`config.mk`:
```
export PLATFORM = sky130hd
export DESIGN_NAME = irq_coalesce_ctl
export DESIGN_NICKNAME = d
export VERILOG_FILES = /design/src/rtl/irq_coalesce_pkg.sv /design/src/rtl/irq_host_regs.sv /design/src/rtl/irq_cause_qual.sv /design/src/rtl/irq_deadline.sv /design/src/rtl/irq_coalesce_ctl.sv
export SDC_FILE = /design/constraint.sdc
export NUM_CORES = 1
export LEC_CHECK = 0
export ABC_AREA = 1
export BUFFER_PORTS_ARGS = -buffer_cell sky130_fd_sc_hd__buf_2
export CORE_ASPECT_RATIO = 0.75
export CORE_MARGIN = 8
export CORE_UTILIZATION = 50
export DETAILED_ROUTE_END_ITERATION = 6
export PLACE_DENSITY = 0.79
export REMOVE_ABC_BUFFERS = 1
export SLEW_MARGIN = 10
export SYNTH_ARGS = -nofsm -noshare
export SYNTH_HDL_FRONTEND = slang
export SYNTH_HIERARCHICAL = 1
export SYNTH_SLANG_ARGS = --single-unit
```
`constraint.sdc`:
```
create_clock -name clk -period 3.3 [get_ports clk]
set_input_delay 0.33 -clock clk [delete_from_list [all_inputs] [get_ports clk]]
set_output_delay 0.33 -clock clk [all_outputs]
set_load 0.02 [all_outputs]
```
`src/rtl/irq_coalesce_pkg.sv`:
```
package irq_coalesce_pkg;

   localparam int unsigned REG_AW = 3;

   typedef enum logic [REG_AW-1:0] {
      RA_CFG = 3'd0,
      RA_CMD = 3'd1,
      RA_STS = 3'd2,
      RA_MSK = 3'd3,
      RA_DLY = 3'd4
   } reg_addr_e;

   // cause bit positions
   localparam int unsigned CZ_SOFT  = 0;
   localparam int unsigned CZ_RXDMA = 1;
   localparam int unsigned CZ_RXPKT = 2;
   localparam int unsigned CZ_RXHI  = 3;
   localparam int unsigned CZ_RXEMP = 4;
   localparam int unsigned CZ_TXDMA = 5;
   localparam int unsigned CZ_TXPKT = 6;
   localparam int unsigned CZ_TXLO  = 7;
   localparam int unsigned CZ_TXFUL = 8;
   localparam int unsigned CZ_COUNT = 9;

endpackage

```
`src/rtl/irq_host_regs.sv`:
```
module irq_host_regs
   import irq_coalesce_pkg::*;
#(
   parameter int unsigned            CAUSE_W   = 16,
   parameter int unsigned            DLY_W     = 16,
   parameter logic [DLY_W-1:0]       DELAY_RST = 4,
   parameter logic [CAUSE_W-1:0]     MASK_RST  = '0,
   parameter logic [CAUSE_W-1:0]     RSVD      = '0
) (
   input  logic                clk,
   input  logic                rst_n,
   input  logic                sel,
   input  logic                wr,
   input  logic [REG_AW-1:0]   addr,
   input  logic [CAUSE_W-1:0]  wdata,
   input  logic [CAUSE_W-1:0]  status_q,
   output logic [CAUSE_W-1:0]  rdata,
   output logic [CAUSE_W-1:0]  mask_q,
   output logic [CAUSE_W-1:0]  mask_d,
   output logic                en_q,
   output logic                en_d,
   output logic [DLY_W-1:0]    dly_q,
   output logic [CAUSE_W-1:0]  clr_vec,
   output logic                soft_post,
   output logic                reeval,
   output logic                w1c_bad
);

   logic acc_rd, acc_wr;
   logic wr_cfg, wr_cmd, wr_sts, wr_msk, wr_dly, rd_sts;
   logic [CAUSE_W-1:0] dly_ext;

   assign acc_rd = sel & ~wr;
   assign acc_wr = sel &  wr;
   assign wr_cfg = acc_wr && (addr == RA_CFG);
   assign wr_cmd = acc_wr && (addr == RA_CMD);
   assign wr_sts = acc_wr && (addr == RA_STS);
   assign wr_msk = acc_wr && (addr == RA_MSK);
   assign wr_dly = acc_wr && (addr == RA_DLY);
   assign rd_sts = acc_rd && (addr == RA_STS);

   generate
      if (CAUSE_W > DLY_W) begin : g_dly_pad
         assign dly_ext = {{(CAUSE_W-DLY_W){1'b0}}, dly_q};
      end else begin : g_dly_flat
         assign dly_ext = dly_q;
      end
   endgenerate

   always_comb begin
      rdata = '0;
      if (acc_rd) begin
         case (addr)
            RA_CFG:  rdata[0] = en_q;
            RA_STS:  rdata    = status_q;
            RA_MSK:  rdata    = mask_q;
            RA_DLY:  rdata    = dly_ext;
            default: rdata    = '0;
         endcase
      end
   end

   assign mask_d    = wr_msk ? wdata : mask_q;
   assign en_d      = wr_cfg ? wdata[0] : en_q;
   assign soft_post = wr_cmd & wdata[0];
   assign reeval    = (wr_msk && (wdata != mask_q)) || (wr_cfg && wdata[0] && !en_q);
   assign w1c_bad   = wr_sts && |(wdata & RSVD);

   always_comb begin
      if (rd_sts)      clr_vec = '1;
      else if (wr_sts) clr_vec = wdata;
      else             clr_vec = '0;
   end

   always_ff @(posedge clk) begin
      if (!rst_n) begin
         mask_q <= MASK_RST;
         en_q   <= 1'b0;
         dly_q  <= DELAY_RST;
      end else begin
         mask_q <= mask_d;
         en_q   <= en_d;
         if (wr_dly) dly_q <= wdata[DLY_W-1:0];
      end
   end

endmodule

```
`src/rtl/irq_cause_qual.sv`:
```
module irq_cause_qual
   import irq_coalesce_pkg::*;
#(
   parameter int unsigned        CAUSE_W     = 16,
   parameter bit                 HYST_EN     = 1'b1,
   parameter logic [CAUSE_W-1:0] URGENT_MASK = 1,
   parameter logic [CAUSE_W-1:0] RSVD        = '0
) (
   input  logic                clk,
   input  logic                rst_n,
   input  logic [CAUSE_W-1:0]  evt,
   input  logic                soft_post,
   input  logic [CAUSE_W-1:0]  clr_vec,
   input  logic [CAUSE_W-1:0]  mask_d,
   input  logic                w1c_bad,
   output logic [CAUSE_W-1:0]  status_q,
   output logic [CAUSE_W-1:0]  status_d,
   output logic                post_del,
   output logic                post_urg,
   output logic                err_q,
   output logic                rx_armed,
   output logic                tx_armed
);

   logic [CAUSE_W-1:0] soft_vec, set_vec, qual, del_vec;
   logic               post_cyc;

   always_comb begin
      soft_vec          = '0;
      soft_vec[CZ_SOFT] = soft_post;
   end

   assign set_vec  = (evt | soft_vec) & ~RSVD;
   assign post_cyc = |set_vec;
   assign status_d = (status_q & ~clr_vec) | set_vec;
   assign del_vec  = status_d & mask_d & qual;
   assign post_del = post_cyc && (|del_vec);
   assign post_urg = |(del_vec & URGENT_MASK);

   generate
      if (HYST_EN) begin : g_hyst
         logic rx_arm_q, tx_arm_q;
         logic rx_take, tx_take;

         always_comb begin
            qual          = '1;
            qual[CZ_RXHI] = rx_arm_q;
            qual[CZ_TXLO] = tx_arm_q;
         end

         assign rx_take = post_cyc & del_vec[CZ_RXHI];
         assign tx_take = post_cyc & del_vec[CZ_TXLO];

         always_ff @(posedge clk) begin
            if (!rst_n) begin
               rx_arm_q <= 1'b0;
               tx_arm_q <= 1'b0;
            end else begin
               rx_arm_q <= (rx_arm_q & ~rx_take) | set_vec[CZ_RXEMP];
               tx_arm_q <= (tx_arm_q & ~tx_take) | set_vec[CZ_TXFUL];
            end
         end

         assign rx_armed = rx_arm_q;
         assign tx_armed = tx_arm_q;
      end else begin : g_plain
         assign qual     = '1;
         assign rx_armed = 1'b1;
         assign tx_armed = 1'b1;
      end
   endgenerate

   always_ff @(posedge clk) begin
      if (!rst_n) begin
         status_q <= '0;
         err_q    <= 1'b0;
      end else begin
         status_q <= status_d;
         err_q    <= (|(evt & RSVD)) | w1c_bad;
      end
   end

endmodule

```
`src/rtl/irq_deadline.sv`:
```
module irq_deadline #(
   parameter int unsigned DLY_W = 16
) (
   input  logic              clk,
   input  logic              rst_n,
   input  logic              en_d,
   input  logic              live_d,
   input  logic              post_del,
   input  logic              post_urg,
   input  logic              reeval,
   input  logic [DLY_W-1:0]  dly_q,
   output logic              irq_q,
   output logic              pend_q,
   output logic [DLY_W-1:0]  cnt_q
);

   logic             irq_n, pend_n, imm;
   logic [DLY_W-1:0] cnt_n;

   assign imm = (post_del && (post_urg || (dly_q == '0))) || reeval;

   always_comb begin
      irq_n  = irq_q;
      pend_n = pend_q;
      cnt_n  = cnt_q;
      if (!en_d || !live_d) begin
         irq_n  = 1'b0;
         pend_n = 1'b0;
         cnt_n  = '0;
      end else begin
         if (pend_q) begin
            if (cnt_q == DLY_W'(1)) begin
               irq_n  = 1'b1;
               pend_n = 1'b0;
            end else begin
               cnt_n = cnt_q - DLY_W'(1);
            end
         end
         if (imm) begin
            irq_n  = 1'b1;
            pend_n = 1'b0;
         end else if (post_del) begin
            if (!pend_n || (dly_q < cnt_n)) begin
               pend_n = 1'b1;
               cnt_n  = dly_q;
            end
         end
      end
   end

   always_ff @(posedge clk) begin
      if (!rst_n) begin
         irq_q  <= 1'b0;
         pend_q <= 1'b0;
         cnt_q  <= '0;
      end else begin
         irq_q  <= irq_n;
         pend_q <= pend_n;
         cnt_q  <= cnt_n;
      end
   end

endmodule

```
`src/rtl/irq_coalesce_ctl.sv`:
```
module irq_coalesce_ctl
   import irq_coalesce_pkg::*;
#(
   parameter int unsigned        CAUSE_W     = 16,
   parameter int unsigned        DLY_W       = 16,
   parameter logic [DLY_W-1:0]   DELAY_RST   = 4,
   parameter logic [CAUSE_W-1:0] URGENT_MASK = 1,
   parameter bit                 HYST_EN     = 1'b1
) (
   input  logic               clk,
   input  logic               rst_n,
   input  logic [CAUSE_W-1:0] evt_i,
   input  logic               hst_sel,
   input  logic               hst_wr,
   input  logic [2:0]         hst_addr,
   input  logic [CAUSE_W-1:0] hst_wdata,
   output logic [CAUSE_W-1:0] hst_rdata,
   output logic               irq_o,
   output logic               err_o
);

   localparam logic [CAUSE_W-1:0] KNOWN_MASK = CAUSE_W'((1 << CZ_COUNT) - 1);
   localparam logic [CAUSE_W-1:0] RSVD_MASK  = ~KNOWN_MASK;
   localparam logic [CAUSE_W-1:0] MASK_RST   =
      CAUSE_W'((1 << CZ_SOFT) | (1 << CZ_RXPKT) | (1 << CZ_RXHI) | (1 << CZ_TXLO));

   generate
      if (CAUSE_W < CZ_COUNT) begin : g_bad_cause_w
         $error("CAUSE_W must hold all defined causes");
      end
      if (DLY_W < 2 || DLY_W > CAUSE_W) begin : g_bad_dly_w
         $error("DLY_W must lie between 2 and CAUSE_W");
      end
      if ((URGENT_MASK & RSVD_MASK) != '0) begin : g_bad_urgent
         $error("URGENT_MASK names a reserved cause");
      end
   endgenerate

   logic [CAUSE_W-1:0] mask_q, mask_d, status_q, status_d, clr_vec;
   logic               en_q, en_d, soft_post, reeval, w1c_bad;
   logic               post_del, post_urg, rx_armed, tx_armed;
   logic               pend_q;
   logic [DLY_W-1:0]   dly_q, cnt_q;

   irq_host_regs #(
      .CAUSE_W(CAUSE_W), .DLY_W(DLY_W), .DELAY_RST(DELAY_RST),
      .MASK_RST(MASK_RST), .RSVD(RSVD_MASK)
   ) u_regs (
      .clk(clk), .rst_n(rst_n), .sel(hst_sel), .wr(hst_wr), .addr(hst_addr),
      .wdata(hst_wdata), .status_q(status_q), .rdata(hst_rdata),
      .mask_q(mask_q), .mask_d(mask_d), .en_q(en_q), .en_d(en_d),
      .dly_q(dly_q), .clr_vec(clr_vec), .soft_post(soft_post),
      .reeval(reeval), .w1c_bad(w1c_bad)
   );

   irq_cause_qual #(
      .CAUSE_W(CAUSE_W), .HYST_EN(HYST_EN),
      .URGENT_MASK(URGENT_MASK), .RSVD(RSVD_MASK)
   ) u_qual (
      .clk(clk), .rst_n(rst_n), .evt(evt_i), .soft_post(soft_post),
      .clr_vec(clr_vec), .mask_d(mask_d), .w1c_bad(w1c_bad),
      .status_q(status_q), .status_d(status_d), .post_del(post_del),
      .post_urg(post_urg), .err_q(err_o), .rx_armed(rx_armed),
      .tx_armed(tx_armed)
   );

   irq_deadline #(
      .DLY_W(DLY_W)
   ) u_dl (
      .clk(clk), .rst_n(rst_n), .en_d(en_d),
      .live_d(|(status_d & mask_d)), .post_del(post_del),
      .post_urg(post_urg), .reeval(reeval), .dly_q(dly_q),
      .irq_q(irq_o), .pend_q(pend_q), .cnt_q(cnt_q)
   );

endmodule

```
# ---- Yosys cells after proc, flatten, opt, wreduce, memory -nomap -nowiden
# Index checks and enable logic that the tools add are counted.
dict set report totals {
  ff_bits 70
  inputBits 39
  out_inout_bits 18
  wordCells 92
}
dict set report op_classes {
  n_addsub 1
  magnitude_cmp 1
  n_eq_ne 6
  mux 21
  bitwise 20
  reduce_logical 33
}
# cell count
set op_table {}
lappend op_table {{16-bit two-way mux} 10}
lappend op_table {{16-bit bitwise AND} 3}
lappend op_table {{15-bit one-hot mux with 3 select lines} 1}
lappend op_table {{16-bit OR reduction} 2}
lappend op_table {{16-bit by 1-bit equality test with 1-bit output, second input constant} 1}
lappend op_table {{16-bit zero test} 1}
lappend op_table {{16-bit less-than comparator} 1}
lappend op_table {{16-bit inequality test} 1}
lappend op_table {{16-bit inverter} 1}
lappend op_table {{16-bit by 9-bit OR with 16-bit output} 1}
lappend op_table {{16-bit by 1-bit subtractor with 16-bit output, second input constant} 1}
lappend op_table {{7-bit OR reduction} 2}
lappend op_table {{1-bit logical AND} 12}
lappend op_table {{1-bit two-way mux} 9}
lappend op_table {{9-bit by 1-bit OR with 9-bit output} 1}
lappend op_table {{9-bit OR reduction} 1}
lappend op_table {{1-bit bitwise AND} 7}
lappend op_table {{3-bit by 2-bit equality test with 1-bit output, second input constant} 2}
lappend op_table {{1-bit logical OR} 5}
lappend op_table {{1-bit zero test} 4}
lappend op_table {{1-bit inverter} 4}
lappend op_table {{1-bit one-hot mux with 4 select lines} 1}
lappend op_table {{2-bit nonzero test} 2}
lappend op_table {{3-bit by 1-bit equality test with 1-bit output, second input constant} 1}
lappend op_table {{6 further kinds} 8}

# ---- Depth between registers and ports, before layout
dict set report logic_depth {
  ltp_word 17
  mapped_depth 27
  depth_no_buf 26
}

# ---- Cells and area by module
# The synthesis kept the hierarchy.
# mod n_inst cells_per_inst area_per_inst_um2 seq_area_each_um2
set by_module_without_submodules {}
lappend by_module_without_submodules {irq_host_regs 1 358 2224.6 660.6}
lappend by_module_without_submodules {irq_deadline 1 225 1478.9 360.3}
lappend by_module_without_submodules {irq_cause_qual 1 143 905.9 380.4}
lappend by_module_without_submodules {irq_coalesce_ctl 1 35 133.9 0.0}

# ---- Worst setup path before layout
# Ideal clock, no wire load.
dict set report synth_timing {
  kind {register to register}
  from {register u_dl.cnt_q[1]}
  to {register u_dl.cnt_q[0]}
  t_arrival_ps 3127
  required_ps 3187
  setup_slack_ps 60
  path_stages_with_launch 27
  path_buffers 1
  path_cell_list {dfxtp_1 > inv_1 > ha_1 > nand2_1 > nor2_2 > nand2_2 > nand2_2 > nor3_2 > nand3_1 > nor2_1 > nand2_1 > nor2_2 > nand3b_1 > xor2_1 > inv_1 > ha_1 > nand2_1 > inv_1 > nand3_1 > a31oi_1 > a2111oi_0 > nand2_1 > nand2_4 > nand2_4 > buf_2 > nor2_1 > nor2_1}
}
dict set report synth_between {
  elab_chain_cells 9
}
# item line
set synth_rtl {}
lappend synth_rtl {{start, declared} irq_deadline.sv:14} ;# output logic [DLY_W-1:0] cnt_q
lappend synth_rtl {{start signal, assigned} irq_deadline.sv:59} ;# cnt_q <= cnt_n;
lappend synth_rtl {{16-bit by 1-bit subtractor with 16-bit output or 16-bit by 1-bit equality test with 1-bit output (tied branches)} {irq_deadline.sv:36, irq_deadline.sv:32}}
lappend synth_rtl {{16-bit two-way mux or 1-bit two-way mux (tied branches)} irq_deadline.sv:32} ;# if (cnt_q == DLY_W'(1)) begin
lappend synth_rtl {{16-bit two-way mux or 1-bit two-way mux (tied branches)} irq_deadline.sv:31} ;# if (pend_q) begin
lappend synth_rtl {{16-bit two-way mux or 1-bit two-way mux (tied branches)} irq_deadline.sv:26} ;# if (!en_d || !live_d) begin
lappend synth_rtl {{16-bit less-than comparator or 1-bit zero test (tied branches)} irq_deadline.sv:43} ;# if (!pend_n || (dly_q < cnt_n)) begin
lappend synth_rtl {{1-bit logical OR} irq_deadline.sv:43}
lappend synth_rtl {{16-bit two-way mux} irq_deadline.sv:43}
lappend synth_rtl {{16-bit two-way mux} irq_deadline.sv:42} ;# end else if (post_del) begin
lappend synth_rtl {{16-bit two-way mux *} irq_deadline.sv:39} ;# if (imm) begin
# Every way passes the cells marked *; elsewhere a longest branch is shown, timed or not. The select of a mux whose other input is x is not followed.
# A chain may end at the register's enable or synchronous reset.

# ---- Worst setup path in the final report
dict set report layout_timing {
  from {register u_dl.cnt_q[1]}
  to {register u_dl.cnt_q[2]}
}
# Same word-level chain as after synthesis.

==> flow_summary_export.csv <==
group,metric,value,unit
global_route,grt_overflow,0,
cts,clock-root-buffer,"clkbuf_16",
placement,dp_hpwl,9.52,mm
detailed_routing,antenna_left,0,
setup_path,critPathKind,"reg -> reg",
setup_path,cp_data_arrival_time,3.59,ns
logic_synthesis,syn-mean-instance-area,6.23,µm²
power_and_ir_drop,p_leak,2.95,nW
timing,fin_crit_sh,102,%
timing,clock_skew,0.00675,ns
logic_synthesis,yosys.area.top_type,"dfxtp_1",
detailed_routing,drc_errors,0,
finish,mostFrequentLayoutCell,"nand2_1",
detailed_routing,vias,4990,
detailed_routing,wirelength,13.7,mm
global_route,grtUsageTotal,20.9,%
floorplan,coreArea,0.00912,mm²
finish,areaGrowthSynthToFinish,18.7,%
finish,finalNetCount,888,
logic_synthesis,synth_ff_type,"dfxtp_1",
cts,cts_hold_buf,0,
floorplan,rows,30,
logic_synthesis,yosys_warnings,6,
global_route,first_global_vias,4572,
timing,relSlewSlack,52.9,%
logic_synthesis,ys_types,42,
setup_path,start_kind,"flop",
floorplan,die_width,128,µm
logic_synthesis,ys_seq_area_share,29.5,%
cts,h-tree-depth,3,
timing,clock.fmax,0.297,GHz
timing,setup_violations,16,
finish,drive_above_1_share,18.2,%
cts,cts.sinks,70,
worst_hold_path,hold_class,"in -> reg",
logic_synthesis,synthArstFlopShare,0,%
logic_synthesis,yosys.area.top_type_share,29.5,%
timing,worst_slew_pin_slew,0.702,ns
finish,fill_cells,865,
placement,gp_congestion,0.894,
timing,hold_viol_final,0,
floorplan,start_util,52.0,%
run_status,violations,"setup timing",
logic_synthesis,synth_edf_count,0,
timing,setup_ws,-0.0649,ns
cts,clk_latency,0.33,ns
global_route,grt_antenna_before_repair,0,
floorplan,io_pins,57,
detailed_routing,avgRoutedWirePerCell,14.3,µm
logic_synthesis,ys_ff_latch,70,
logic_synthesis,synth_area_leaders,"dfxtp_1 30%, nand2_1 16%, inv_1 11%, nor2_1 8.1%, a21oi_1 5.4%",
timing,final_max_slew_viol_count,0,
flow_run,cap_violations,0,
setup_path,required,3.52,ns
finish,layout_common_cells,"199 x nand2_1, 132 x inv_1, 100 x nor2_1, 69 x dfxtp_1, 56 x buf_2",
setup_path,path_max_fanout,5,
detailed_routing,drt-initial-drc-count,456,
detailed_routing,drtPass1Iterations,7,
global_route,grt_max_degree,34,
floorplan,die_area,0.0129,mm²
power_and_ir_drop,p_per_area,378,mW/mm²
global_route,grt_pass1_wl,21.5,mm
cts,path_clk_slew,0.06,ns
logic_synthesis,synth_area,0.00474,mm²
setup_path,cp-end-kind,"flop",
placement,port_buffers,56,
cts,cts_tree,"done",
timing,grt_setup_unrepaired,"yes",
power_and_ir_drop,ir_drop,0.000345,V
detailed_routing,via_per_inst,5.18,
timing,period_minus_slack,3.36,ns
floorplan,die_h,100,µm
logic_synthesis,synth_cells,761,
power_and_ir_drop,finalPower,2.13,mW
finish,insertedDiodeCount,0,
timing,hold_slack,0.250,ns
cts,numCtsBuffers,9,
cts,clock_path_buffers,2,
run_status,status,"complete, but fails checks",
==> synth_stat cells (3+ instances only) <==
| cell | n |
|---|---|
| nand2_1 | 202 |
| inv_1 | 134 |
| nor2_1 | 102 |
| dfxtp_1 | 70 |
| a21oi_1 | 51 |
| nand3_1 | 20 |
| o21ai_0 | 19 |
| o21ai_1 | 18 |
| ha_1 | 17 |
| o22ai_1 | 14 |
| nor3_1 | 11 |
| o21ai_2 | 10 |
| buf_6 | 9 |
| nor2_2 | 9 |
| xor2_1 | 9 |
| nand2_2 | 8 |
| nor4_1 | 8 |
| nand2_4 | 7 |
| nand3b_1 | 5 |
| o21a_1 | 5 |
| buf_2 | 4 |
| clkbuf_1 | 3 |
==> state kept, by name, summed over array words and instances, names as in the netlist <==
name / count
u_dl/irq_q: 1
u_regs/dly_q: 16
u_dl/cnt_q: 16
u_qual/err_q: 1
u_qual/status_q: 16
u_regs/mask_q: 16
u_regs/en_q: 1
u_qual/tx_armed: 1
u_dl/pend_q: 1
u_qual/rx_armed: 1
==> logic make-up after synthesis <==
group           count (synthesis)  synth area share, %
simple gates                  377                 33.9
buf+inv                       159                 14.6
flops                          70                 29.5
fa+ha+maj                      17                 4.48
xor+xnor                       11                 2.03
compound gates                127                 15.4
==> cell type report <==
cell class	instances	area, µm²	area share, %
Multi-Input combinational cell	533	2800	49.7
Timing Repair Buffer	78	462	8.20
Tap cell	128	160	2.84
Sequential cell	70	1400	24.9
Inverter	140	533	9.46
Clock buffer	11	253	4.49
Clock inverter	4	22.5	0.400
==> metal layers <==
metal,up-vias,share of wire (%),track usage (%)
met3,23,11,6.73
met1,2207,46,27.9
li1,2515,-,-
met2,245,42,31.2
met5,-,0,0
met4,0,1.5,6.10
==> power by group <==
group          leakage [nW]  internal [mW]  switching (mW)
Combinational          2.24          0.121           0.226
Sequential            0.570          0.866          0.0145
Clock                 0.137          0.541           0.363
==> path summary, 6_finish.rpt <==
check,startpoint,end,slack [ns],cells past startpoint
hold / removal,evt_i[11],u_qual/err_q$_SDFF_PN0_,0.25,3
setup / recovery,u_dl/cnt_q[1]$_SDFF_PP0_,u_dl/cnt_q[2]$_SDFF_PP0_,-0.06,26
setup reg to reg,u_dl/cnt_q[1]$_SDFF_PP0_,u_dl/cnt_q[2]$_SDFF_PP0_,-0.06,26
hold reg to reg,u_dl/irq_q$_SDFFE_PP0P_,u_dl/irq_q$_SDFFE_PP0P_,0.46,2
==> stage by stage <==
stage / cells / area (µm²) / TNS, ns / worst slack (ns) / utilization [%]
CTS: 957 / 5440 / 0 / 0.00554 / 59.6
floorplan: 742 / 4580 / 0 / 0.139 / -
finish: 964 / 5630 / -0.691 / -0.0649 / 61.7
global route: 964 / 5630 / -4.17 / -0.290 / 61.7
detailed placement: 942 / 5140 / -1.41 / -0.111 / 56.4
global placement: 942 / 5140 / -0.0130 / -0.00529 / 56.4
==> critical path, cell delays in order (launching register included) <==
cell and delay, ns:
dfxtp_2 0.34, inv_2 0.05, ha_4 0.15, nand2_4 0.07, nor2_4 0.03, nand2_2 0.08
nand2_4 0.07, nor3_4 0.19, nand3_2 0.12, nor2_4 0.13, nand2_2 0.08, nor2_4 0.13
nand3b_1 0.10, xor2_1 0.19, inv_1 0.10, ha_4 0.26, nand2_4 0.06, inv_4 0.05
nand3_4 0.09, a31oi_4 0.05, a2111oi_4 0.29, nand2_1 0.15, nand2_4 0.14, buf_6 0.14
nand3b_1 0.08, nand2_1 0.06, nor2_1 0.05
==> what timing repair did <==
item / 4_1_cts / 5_1_grt
setup endpoints to repair: 16 / 16
cloned: 0 / 1
pin swaps: 1 / 14
endpoints found under the hold margin: 0 / 0
resized for setup: 5 / 25
buffers inserted: 0 / 6
No activity file was read; power rests on OpenSTA's default activity.
